$ cat src/rtl/fphz_pendtab.sv
module fphz_pendtab #(
  parameter int NREG = 32,
  parameter int CW   = 5
) (
  input  logic                    clk,
  input  logic                    rst_n,
  input  logic [$clog2(NREG)-1:0] ra,
  input  logic [$clog2(NREG)-1:0] rb,
  input  logic [$clog2(NREG)-1:0] rd,
  output logic [CW-1:0]           rem_a,
  output logic [CW-1:0]           rem_b,
  output logic [CW-1:0]           rem_d,
  input  logic                    set_en,
  input  logic [$clog2(NREG)-1:0] set_reg,
  input  logic [CW-1:0]           set_val
);
  logic [CW-1:0] cnt [NREG];

  assign rem_a = cnt[ra];
  assign rem_b = cnt[rb];
  assign rem_d = cnt[rd];

  for (genvar g = 0; g < NREG; g++) begin : g_reg
    always_ff @(posedge clk) begin
      if (!rst_n)                                  cnt[g] <= '0;
      else if (set_en && (int'(set_reg) == g))     cnt[g] <= set_val;
      else if (cnt[g] != '0)                       cnt[g] <= cnt[g] - 1'b1;
    end
  end


  waw_order_chk: assert property (@(posedge clk) disable iff (!rst_n)
    set_en |-> (cnt[set_reg] <= set_val));
endmodule

$ cat config.mk
export PLATFORM = sky130hd
export DESIGN_NAME = fphz_pendtab
export DESIGN_NICKNAME = d
export VERILOG_FILES = /design/src/rtl/fphz_pendtab.sv
export SDC_FILE = /design/constraint.sdc
export NUM_CORES = 1
export LEC_CHECK = 0
export BUFFER_PORTS_ARGS = -buffer_cell sky130_fd_sc_hd__buf_2
export CELL_PAD_IN_SITES_DETAIL_PLACEMENT = 0
export CELL_PAD_IN_SITES_GLOBAL_PLACEMENT = 2
export CORE_ASPECT_RATIO = 1.25
export CORE_MARGIN = 2
export CORE_UTILIZATION = 41
export DETAILED_ROUTE_END_ITERATION = 10
export PLACE_DENSITY = 0.79
export SLEW_MARGIN = 25
export SYNTH_ARGS = -nofsm -noshare
export SYNTH_HDL_FRONTEND = slang
export SYNTH_SLANG_ARGS = --single-unit
$ cat constraint.sdc
create_clock -name clk -period 3 [get_ports clk]
set_input_delay 0.75 -clock clk [delete_from_list [all_inputs] [get_ports clk]]
set_output_delay 0.75 -clock clk [all_outputs]
set_load 0.005 [all_outputs]
* Word level (Yosys, flattened, before mapping)
Memories as Yosys holds them, arrays and structs flattened.
Cells that the tools add are included.
** Operators by class
- Add/subtract/negate cells :: 32
- Eq/ne operators :: 31
- Mux-type cells :: 289
- Bitwise operators :: 64
- Reduce and logical (&&, ||, !) cells :: 65
** Operators by type and width (count)
- 2-to-1 mux 5 bit :: 64
- 2-to-1 mux 1 bit :: 225
- nonzero test 5 bit :: 32
- subtractor 5 x 1 -> 5 bit, second input constant :: 32
- equality test 5 bit, second input constant :: 16
- bitwise OR 1 bit :: 64
- equality test 5 x 4 -> 1 bit, second input constant :: 8
- logical AND 1 bit :: 32
- equality test 5 x 3 -> 1 bit, second input constant :: 4
- equality test 5 x 2 -> 1 bit, second input constant :: 2
- equality test 5 x 1 -> 1 bit, second input constant :: 1
- logical NOT 5 bit :: 1
** Storage, ports and cells
- Bits in registers :: 0
- Bits in writable memories :: 160
- Input port bits :: 28
- Output and inout port bits :: 15
- Logic and storage cells :: 482
- Memories kept :: 1
** Memories
- cnt :: depth 32, width 5, read ports 35, clocked after Yosys merged registers in 0, write ports 32, line 17 : logic [CW-1:0] cnt [NREG];

* Longest topological paths before layout
Gate-level depths: netlist (run 1).
- Depth in word-level cells :: 7
- Depth in mapped cells :: 6
- Depth with buffers taken out :: 5

* Least setup slack after synthesis (run 1)
OpenSTA, ideal clock, no wires.
- Path type :: in2out
- From :: input rb[1]
- To :: output rem_b[2]
- Arrival time :: 2.407 ns
- Slack :: -0.157 ns
- Cell stages on the path :: 5
- Cells stage by stage :: clkbuf_1 -> buf_2 -> mux4_2 -> mux4_2 -> mux2_2
** On the way
- Word-level cells in the longest chain between the ends :: 1
** Ends and longest elaborated chain
- start: declaration :: line 8 : input logic [$clog2(NREG)-1:0] rb,
- memory read (32 x 5 bit)
- end: declaration :: line 11 : output logic [CW-1:0] rem_b,
No other way between the ends.

* Final worst setup path (run 1)
- From :: input rd[1]
- To :: output rem_d[4]
** On the way
- Word-level cells in the longest chain between the ends :: 1
** Ends and longest elaborated chain
- start: declaration :: line 9 : input logic [$clog2(NREG)-1:0] rd,
- memory read (32 x 5 bit)
- end: declaration :: line 12 : output logic [CW-1:0] rem_d,
No other way between the ends.

==> flow_metrics.env, run 1 <==
export IMPL_fin_crit_ns=3.23
export IMPL_antenna_found_initial=0
export IMPL_synth_compound_area_share_pct=15.5
export IMPL_min_from="cnt[17][0]$_DFFE_PP_"
export IMPL_top_layer_used="met4"
export IMPL_antenna_left=0
export IMPL_endpoint_kind="primary output"
export IMPL_grt_pass1_wl_um=62600
export IMPL_clockBufferDepth=2
export IMPL_drc=0
export IMPL_synth_top_area_share_pct=37.3
export IMPL_synth_mux_area_share_pct=27.5
export IMPL_antennaDiodeCount=0
export IMPL_ff_latch_area_um2=4800
export IMPL_fmax_mhz=309
export IMPL_syn_cell_area_um2=12900
export IMPL_peakVddDrop_uv=438
export IMPL_fin_skew_ns=0.00864
export IMPL_ctsRootBufferMaster="clkbuf_16"
export IMPL_synth_largest_area_cell="edfxtp_1"
export IMPL_synth_xor_area_share_pct=4.21
export IMPL_r2r_slack_ns=0.84
export IMPL_failed_checks="setup timing"
export IMPL_dpl_hpwl_um=30000
export IMPL_yosys_register_bits=160
export IMPL_area_growth_pct=16.4
export IMPL_numCtsBuffers=17
export IMPL_setup_viol=15
export IMPL_max_slew_margin_pct=43.8
export IMPL_layout_commonest_cell="edfxtp_1"
export IMPL_die_w_um=163
export IMPL_critPathKind="primary input to primary output"
export IMPL_grt_usage_pct=26.1
export IMPL_crit_slowest_cell="mux4_2"
export IMPL_cts_htree_levels=4
export IMPL_max_cap_viol_count=0
export IMPL_std_cell_rows=72
export IMPL_worstHoldPathType="flip-flop to flip-flop"
export IMPL_wl_met3_um=4400
export IMPL_firstDrtPassIters=5
export IMPL_largest_register_ffs=160
export IMPL_layout_drive_gt1_share_pct=32.3
export IMPL_fp_dieH_um=202
export IMPL_synth_simple_gate_area_share_pct=7.89
export IMPL_clk_pin_slew_ns=0.07
export IMPL_start_util_pct=41.6
export IMPL_fin_area_um2=15000
export IMPL_routed_wl_um=41800
export IMPL_nNetsFinal=1081
export IMPL_hold_viol=0
export IMPL_wl_per_cell_um=29.0
export IMPL_p_leak_uw=0.00513
export IMPL_hold_end="cnt[17][0]$_DFFE_PP_"
export IMPL_crit_path_start_kind="primary input"
export IMPL_vias=9918
export IMPL_synth_top_family_by_area="multiplexers"
export IMPL_cts_tree="done"
export IMPL_ys_top_cells_by_area="edfxtp_1 (37%), mux4_2 (26%), o2bb2ai_1 (8.4%)"
export IMPL_clkLatencyLatePin_ns=0.45
export IMPL_synth_cells=979
export IMPL_cp_common_cell="mux4_2"
export IMPL_dr_wl_met2_um=19500
export IMPL_timing_rr_end="cnt[10][1]$_DFFE_PP_"
export IMPL_hold_depth=1
export IMPL_crit_chain="buf_16 > buf_12 > mux4_2 > mux4_2 > mux2_4 > buf_6"
export IMPL_tightest_slew_ns=0.841
export IMPL_cp_required_ns=2.25
export IMPL_fillers=2753
export IMPL_top_register="cnt"
export IMPL_p_per_area_nw_per_um2=941
export IMPL_ctsHoldBuffers=0
export IMPL_syn_nets=1039
export IMPL_post_dp_cell_area_um2=13800
export IMPL_gp_congestion=0.883
export IMPL_core_area_um2=31000
export IMPL_port_buffers=42
export IMPL_slew_viol_final=0
export IMPL_die_area_um2=32900
export IMPL_cp_max_fo=8
export IMPL_ys_seq_area_share_pct=37.3
export IMPL_period_share_pct=108
export IMPL_critical_path_max_stage_delay_ns=0.51
export IMPL_grt_start_max_net_pins=37
export IMPL_status="finished, violations left"
export IMPL_yosys_warnings=0
export IMPL_grt_pass1_vias=10114
export IMPL_top_regs="cnt: 160 flops"
export IMPL_worst_slack_ns=-0.231
export IMPL_io_pins=43
export IMPL_via_per_inst=6.88
export IMPL_ys_types=36
export IMPL_crit_arrival_ns=2.48
export IMPL_grt_ovfl_total=0
export IMPL_rr_startpoint="cnt[10][0]$_DFFE_PP_"
export IMPL_startpoint="rd[1]"
export IMPL_drt_met1_wl_um=16000
export IMPL_final_cell_mix="edfxtp_1 (160), mux4_2 (150), o2bb2ai_1 (124)"
export IMPL_multi_input_area_um2=7560
export IMPL_rsz0062_at_grt="yes"
export IMPL_synthAdderAreaFrac_pct=3.11
export IMPL_ff2ff_path_depth=6
export IMPL_syn_avg_cell_area_um2=13.2
export IMPL_clock_sinks=160
export IMPL_drtIter0Drc=1292
export IMPL_holdWs_ns=0.676
[worst max path at each step]
| stage | endpoint | slack, ns | cells after the start |
|---|---|---|---|
| global placement | rem_b[4] | -0.43 | 6 |
| floorplan | rem_a[2] | 0.003 | 5 |
| CTS | rem_a[0] | -0.24 | 6 |
| global route | rem_d[4] | -0.26 | 6 |
| detailed placement | rem_a[0] | -0.42 | 6 |
| finish | rem_d[4] | -0.23 | 6 |
[logic make-up (layout without fill, tap and decap cells)]
logic type,count (synthesis),after routing
AO/OA/AOI/OAI,229,229
XOR/XNOR,62,62
adder cells (fa/ha/maj),32,32
buffers and inverters,147,202
flip-flops,160,160
multiplexers,165,165
AND/OR/NAND/NOR,184,184
[routing by layer]
layer  track usage, %  vias to the layer above
li1                 -                     4194
met3             6.67                      108
met2             41.0                      599
met4             12.4                        0
met1             33.9                     5017
met5                0                        -
[metrics by stage]
| stage | power (uW) | std cells | setup TNS, ns | setup WS (ns) | util [%] |
|---|---|---|---|---|---|
| 3_5_place_dp | 11500 | 1392 | -5.62 | -0.416 | 44.4 |
| 5_1_grt | 14900 | 1441 | -3.36 | -0.262 | 48.4 |
| 4_1_cts | 14000 | 1436 | -3.25 | -0.239 | 48.1 |
| 3_3_place_gp | 11400 | 1392 | -5.65 | -0.431 | 44.4 |
| 6_report | 14100 | 1441 | -3.09 | -0.231 | 48.4 |
| 2_1_floorplan | 9510 | 979 | 0 | 0.00302 | - |
[timing repair]
action | CTS | global route
setup buffers | 2 | 1
cloned | 10 | 4
hold endpoints to repair | 0 | 0
endpoints found under the setup margin | 15 | 15
resized for setup | 64 | 0
[area by class of cell]
| class | instances | area share (%) |
|---|---|---|
| clock inverter | 15 | 1.05 |
| multi-input combinational | 672 | 50.4 |
| sequential | 160 | 32.0 |
| timing repair buffer | 106 | 8.72 |
| inverter | 64 | 1.60 |
| tap | 407 | 3.39 |
| clock buffer | 17 | 2.83 |
[synth_stat cells]
| cell | n |
|---|---|
| mux4_2 | 150 |
| ha_1 | 32 |
| or2_2 | 2 |
| a221oi_1 | 1 |
| o221ai_1 | 32 |
| or4_1 | 1 |
| buf_4 | 5 |
| nor2_1 | 32 |
| and3_1 | 1 |
| or4b_1 | 1 |
| nand4b_1 | 3 |
| nand2b_1 | 6 |
| a32o_1 | 31 |
| nand4bb_1 | 3 |
| a21boi_0 | 4 |
| o21a_1 | 32 |
| nor4b_1 | 1 |
| nand2_1 | 33 |
| nor4bb_1 | 1 |
| edfxtp_1 | 160 |
| o211ai_1 | 1 |
| inv_1 | 64 |
| or3b_2 | 31 |
| nor3_1 | 62 |
| a221o_1 | 1 |
| mux2_2 | 15 |
| nand4_1 | 1 |
| buf_1 | 10 |
| nand3_1 | 5 |
| xnor2_1 | 62 |
| buf_2 | 7 |
| a211o_1 | 2 |
| o31ai_1 | 1 |
| o2bb2ai_1 | 124 |
| clkbuf_1 | 61 |
| nand3b_1 | 1 |
[critical path: cells and delay by family]
family / cells / cell delay, ns
buffers and inverters: 3 / 0.40
muxes: 3 / 1.32
[report_power, final]
group	leakage (uW)	total, uW	internal [uW]	switching (uW)
clock	0.000280	2230	1230	1000
combinational	0.00304	6110	3510	2600
sequential	0.00182	5780	3950	1830
(Power assumes the default switching activity.)
==> run 2, diff against run 1 <==
--- a/config.mk
+++ b/config.mk
@@ -10,9 +10,9 @@
 export CELL_PAD_IN_SITES_GLOBAL_PLACEMENT = 2
 export CORE_ASPECT_RATIO = 1.25
 export CORE_MARGIN = 2
-export CORE_UTILIZATION = 41
+export CORE_UTILIZATION = 45
 export DETAILED_ROUTE_END_ITERATION = 10
-export PLACE_DENSITY = 0.79
+export PLACE_DENSITY = 0.83
 export SLEW_MARGIN = 25
 export SYNTH_ARGS = -nofsm -noshare
 export SYNTH_HDL_FRONTEND = slang
==> constraint.sdc (replaced) <==
create_clock -name clk -period 3.3 [get_ports clk]
set_input_delay 0.825 -clock clk [delete_from_list [all_inputs] [get_ports clk]]
set_output_delay 0.825 -clock clk [all_outputs]
set_load 0.005 [all_outputs]
==> flow_metrics.env, run 2 (synthesis gave the netlist of run 1 again) <==
export IMPL_fin_crit_ns=3.52
export IMPL_worstHoldPathType="flip-flop to flip-flop"
export IMPL_slew_viol_final=0
export IMPL_hold_viol=0
export IMPL_grt_pass1_wl_um=62500
export IMPL_crit_arrival_ns=2.70
export IMPL_status="finished, violations left"
export IMPL_min_from="cnt[13][0]$_DFFE_PP_"
export IMPL_antenna_left=0
export IMPL_fmax_mhz=284
export IMPL_cp_max_fo=7
export IMPL_max_slew_margin_pct=28.8
export IMPL_ctsRootBufferMaster="clkbuf_16"
export IMPL_rsz0062_at_grt="yes"
export IMPL_cts_htree_levels=4
export IMPL_final_cell_mix="edfxtp_1 (160), mux4_2 (150), o2bb2ai_1 (124)"
export IMPL_max_cap_viol_count=0
export IMPL_grt_ovfl_total=0
export IMPL_fin_tns_setup_ns=-2.05
export IMPL_cts_tree="done"
export IMPL_std_cell_rows=69
export IMPL_worst_slack_ns=-0.224
export IMPL_clkLatencyLatePin_ns=0.45
export IMPL_start_util_pct=45.5
export IMPL_largest_register_ffs=160
export IMPL_wl_per_cell_um=29.7
export IMPL_ff2ff_path_depth=4
export IMPL_layout_commonest_cell="edfxtp_1"
export IMPL_top_regs="cnt: 160 flops"
export IMPL_numCtsBuffers=17
export IMPL_clock_sinks=160
export IMPL_cp_required_ns=2.47
export IMPL_antennaDiodeCount=0
export IMPL_clk_pin_slew_ns=0.06
export IMPL_grt_usage_pct=28.0
export IMPL_fp_dieH_um=193
export IMPL_ff_latch_area_um2=4800
export IMPL_fin_area_um2=14800
export IMPL_top_register="cnt"
export IMPL_setup_viol=15
export IMPL_vias=9805
export IMPL_die_area_um2=30000
export IMPL_routed_wl_um=40800
export IMPL_core_area_um2=28300
export IMPL_drtIter0Drc=1036
export IMPL_layout_drive_gt1_share_pct=31.2
export IMPL_port_buffers=42
export IMPL_fillers=2375
export IMPL_antenna_found_initial=0
export IMPL_post_dp_cell_area_um2=13600
export IMPL_nNetsFinal=1066
export IMPL_area_growth_pct=14.7
export IMPL_rr_startpoint="cnt[16][0]$_SDFFCE_PN0P_"
export IMPL_gp_congestion=0.941
export IMPL_crit_path_start_kind="primary input"
export IMPL_grt_pass1_vias=9780
export IMPL_io_pins=43
export IMPL_timing_rr_end="cnt[16][1]$_SDFFCE_PN0P_"
export IMPL_tightest_slew_ns=1.07
export IMPL_dpl_hpwl_um=29500
export IMPL_critPathCapture="rem_a[1]"
export IMPL_endpoint_kind="primary output"
export IMPL_fin_skew_ns=0.00939
export IMPL_critPathKind="primary input to primary output"
export IMPL_r2r_slack_ns=0.99
export IMPL_clockBufferDepth=2
export IMPL_drc=0
export IMPL_multi_input_area_um2=7560
export IMPL_firstDrtPassIters=5
export IMPL_via_per_inst=7.14
export IMPL_die_w_um=155
export IMPL_p_per_area_nw_per_um2=868
export IMPL_startpoint="ra[1]"
export IMPL_grt_start_max_net_pins=31
export IMPL_failed_checks="setup timing"
export IMPL_period_share_pct=107
export IMPL_p_leak_uw=0.00503
export IMPL_peakVddDrop_uv=388
run 2: cell types whose count changed in the layout (fill, tap and decap cells not counted), sizes merged:
cell      before  now
bufinv         2    3
clkbuf        21   18
clkinv         6    5
buf          102   91
inv           69   65
clkinvlp       2    5
run 2: cell type report:
cell class,instances,area share [%]
well taps,355,3.00
repair buffers,91,7.72
flip-flops and latches,160,32.5
clock inverters,14,1.13
inverters,64,1.62
clock buffers,18,2.90
multi-input cells,672,51.1
run 2: layer usage:
metal | vias to the layer above | GRT usage, % | part of all wire, %
li1 | 4178 | - | -
met1 | 4973 | 38.2 | 39
met2 | 577 | 43.5 | 47
met3 | 77 | 7.30 | 10
met4 | 0 | 9.99 | 3.4
met5 | - | 0 | 0
run 2: worst min-delay path by stage:
stage                                       to  slack (ns)  depth (start not counted)
after floorplan           cnt[12][0]$_DFFE_PP_        0.61                          1
after global placement    cnt[24][0]$_DFFE_PP_        0.67                          1
after detailed placement  cnt[13][0]$_DFFE_PP_        0.68                          1
after CTS                 cnt[13][0]$_DFFE_PP_        0.69                          1
after global routing      cnt[19][0]$_DFFE_PP_        0.73                          1
final                     cnt[13][0]$_DFFE_PP_        0.70                          1
run 2: what timing repair did:
item,in CTS,in global routing
setup buffers,3,1
resized for setup,54,1
gates cloned,10,0
hold buffers,0,0
endpoints found under the setup margin,15,15
run 2: per-stage QoR:
step | instances | util (%) | power (uW) | worst slack, ns | hold slack (ns)
finish | 1374 | 52.2 | 12800 | -0.224 | 0.696
global route | 1374 | 52.2 | 13600 | -0.262 | 0.725
CTS | 1373 | 52.1 | 12700 | -0.223 | 0.692
detailed placement | 1328 | 48.1 | 10400 | -0.254 | 0.684
global placement | 1328 | 48.1 | 10300 | -0.250 | 0.667
floorplan | 979 | - | 8630 | 0.0581 | 0.613
run 2: where the power goes:
| group | switching, uW | internal (uW) |
|---|---|---|
| Sequential | 1630 | 3590 |
| Clock | 893 | 1190 |
| Combinational | 2390 | 3150 |
run 2: critical path, stage by stage:
cell	delay, ns
buf_6	0.07
buf_12	0.15
buf_12	0.11
buf_12	0.11
mux4_2	0.54
mux4_2	0.49
mux2_4	0.29
buf_6	0.12
==> run 3, diff against run 2 <==
--- a/config.mk
+++ b/config.mk
@@ -6,13 +6,14 @@
 export NUM_CORES = 1
 export LEC_CHECK = 0
 export BUFFER_PORTS_ARGS = -buffer_cell sky130_fd_sc_hd__buf_2
-export CELL_PAD_IN_SITES_DETAIL_PLACEMENT = 0
-export CELL_PAD_IN_SITES_GLOBAL_PLACEMENT = 2
+export CELL_PAD_IN_SITES_DETAIL_PLACEMENT = 1
+export CELL_PAD_IN_SITES_GLOBAL_PLACEMENT = 1
 export CORE_ASPECT_RATIO = 1.25
 export CORE_MARGIN = 2
 export CORE_UTILIZATION = 45
 export DETAILED_ROUTE_END_ITERATION = 10
-export PLACE_DENSITY = 0.83
+export PLACE_DENSITY = 0.74
+export SKIP_CTS_REPAIR_TIMING = 1
 export SLEW_MARGIN = 25
 export SYNTH_ARGS = -nofsm -noshare
 export SYNTH_HDL_FRONTEND = slang
==> flow_metrics.env, run 3 (synthesis gave the netlist of run 1 again) <==
export IMPL_fillers=2774
export IMPL_clockBufferDepth=2
export IMPL_p_leak_uw=0.00498
export IMPL_fin_skew_ns=0.00768
export IMPL_dr_wl_met2_um=21700
export IMPL_clk_pin_slew_ns=0.06
export IMPL_vias=10374
export IMPL_cp_common_cell="mux4_2"
export IMPL_fin_crit_ns=3.50
export IMPL_max_cap_viol_count=0
export IMPL_peakVddDrop_uv=314
export IMPL_numPlacedInstances=1329
export IMPL_ff_latch_area_um2=4800
export IMPL_cts_htree_levels=4
export IMPL_gp_congestion=0.905
export IMPL_period_share_pct=106
export IMPL_drtIter0Drc=1063
export IMPL_largest_register_ffs=160
export IMPL_top_register="cnt"
export IMPL_crit_arrival_ns=2.67
export IMPL_cp_top_family="multiplexers"
export IMPL_nNetsFinal=1066
export IMPL_antenna_left=0
export IMPL_die_w_um=155
export IMPL_clkLatencyLatePin_ns=0.45
export IMPL_grt_pass1_wl_um=65300
export IMPL_worstHoldPathType="flip-flop to flip-flop"
export IMPL_routed_wl_um=44900
export IMPL_area_growth_pct=13.6
export IMPL_fmax_mhz=286
export IMPL_port_buffers=42
export IMPL_antennaDiodeCount=0
export IMPL_io_pins=43
export IMPL_start_util_pct=45.5
export IMPL_failed_checks="setup timing"
export IMPL_layout_commonest_cell="edfxtp_1"
export IMPL_cp_required_ns=2.47
export IMPL_antenna_found_initial=0
export IMPL_wl_met3_um=4490
export IMPL_cp_max_fo=7
export IMPL_tightest_slew_ns=0.901
export IMPL_p_per_area_nw_per_um2=883
export IMPL_slew_viol_final=0
export IMPL_cts_tree="done"
export IMPL_numCtsBuffers=17
export IMPL_critPathKind="primary input to primary output"
export IMPL_crit_path_start_kind="primary input"
export IMPL_crit_slowest_cell="mux4_2"
export IMPL_die_area_um2=30000
export IMPL_multi_input_area_um2=7560
export IMPL_drt_met1_wl_um=16700
export IMPL_grt_ovfl_total=0
export IMPL_worst_slack_ns=-0.199
export IMPL_final_cell_mix="edfxtp_1 (160), mux4_2 (150), o2bb2ai_1 (124)"
export IMPL_fin_area_um2=14600
export IMPL_critPathBufInv=3
export IMPL_grt_usage_pct=29.1
export IMPL_max_slew_margin_pct=39.8
export IMPL_fp_dieH_um=193
export IMPL_std_cell_rows=69
export IMPL_rsz0062_at_grt="yes"
export IMPL_wl_per_cell_um=32.7
export IMPL_dpl_hpwl_um=31500
export IMPL_critical_path_max_stage_delay_ns=0.55
export IMPL_layout_cells_non_filler=1374
export IMPL_top_layer_used="met4"
export IMPL_layout_drive_gt1_share_pct=31.4
export IMPL_grt_pass1_vias=10395
export IMPL_ctsRootBufferMaster="clkbuf_16"
export IMPL_drc=0
export IMPL_setup_viol=15
export IMPL_post_dp_cell_area_um2=13600
export IMPL_hold_viol=0
export IMPL_top_regs="cnt: 160 flops"
export IMPL_crit_chain="buf_16 > clkbuf_16 > mux4_2 > mux4_2 > mux2_4 > buf_6"
export IMPL_grt_start_max_net_pins=35
export IMPL_via_per_inst=7.55
export IMPL_core_area_um2=28300
export IMPL_status="finished, violations left"
export IMPL_firstDrtPassIters=5
export IMPL_endpoint_kind="primary output"
export IMPL_clock_sinks=160
==> run 3: cell count changes in the layout (fill, tap and decap cells not counted), moves of 2 or more <==
| cell | delta |
|---|---|
| clkinv_1 | -2 |
| clkbuf_16 | +10 |
| buf_12 | -3 |
| buf_16 | -11 |
| buf_6 | -2 |
| buf_4 | +5 |
| inv_6 | +4 |
| bufinv_16 | -3 |
==> run 3: final cells by class <==
class                      instances  area share [%]
clock buffer                      18            2.93
clock inverter                    14           0.752
inverter                          64            1.64
multi-input combinational        672            51.6
sequential                       160            32.8
tap                              355            3.03
timing repair buffer              91            7.17
==> run 3: worst paths after layout <==
path / from / end / slack, ns / depth (start not counted)
max: rd[1] / rem_d[2] / -0.20 / 6
min: cnt[19][0]$_DFFE_PP_ / cnt[19][0]$_DFFE_PP_ / 0.68 / 1
max reg2reg: cnt[16][0]$_SDFFCE_PN0P_ / cnt[16][3]$_SDFFCE_PN0P_ / 1.02 / 4
min reg2reg: cnt[19][0]$_DFFE_PP_ / cnt[19][0]$_DFFE_PP_ / 0.68 / 1
==> run 3: per-layer routing <==
layer / track usage [%] / vias up
met5: 0 / -
met3: 6.85 / 136
met1: 38.0 / 5393
met2: 46.5 / 684
met4: 12.6 / 0
li1: - / 4161
==> run 3: metrics by stage <==
stage	utilization [%]	hold WS [ns]	worst slack [ns]	total power, uW	setup TNS, ns
after floorplan	-	0.613	0.0581	8630	0
after global placement	48.1	0.662	-0.277	10300	-3.70
after detailed placement	48.1	0.665	-0.294	10600	-3.85
after CTS	50.0	0.674	-0.308	12500	-3.97
after global routing	51.7	0.722	-0.177	13500	-1.86
final	51.7	0.682	-0.199	12900	-1.75
==> run 3: power breakdown <==
part	total (uW)	switching, uW	internal, uW	leakage [uW]
registers	5290	1690	3590	0.00182
clock network	1890	914	973	0.000254
logic	5750	2600	3140	0.00291
==> run 3: worst reg2reg max path, delay by kind of cell (launching register included) <==
kind / cells / cell delay [ns]
simple gates: 1 / 0.68
flops: 1 / 0.54
compound gates: 1 / 0.43
fa+ha+maj: 1 / 0.17
buf+inv: 1 / 0.12
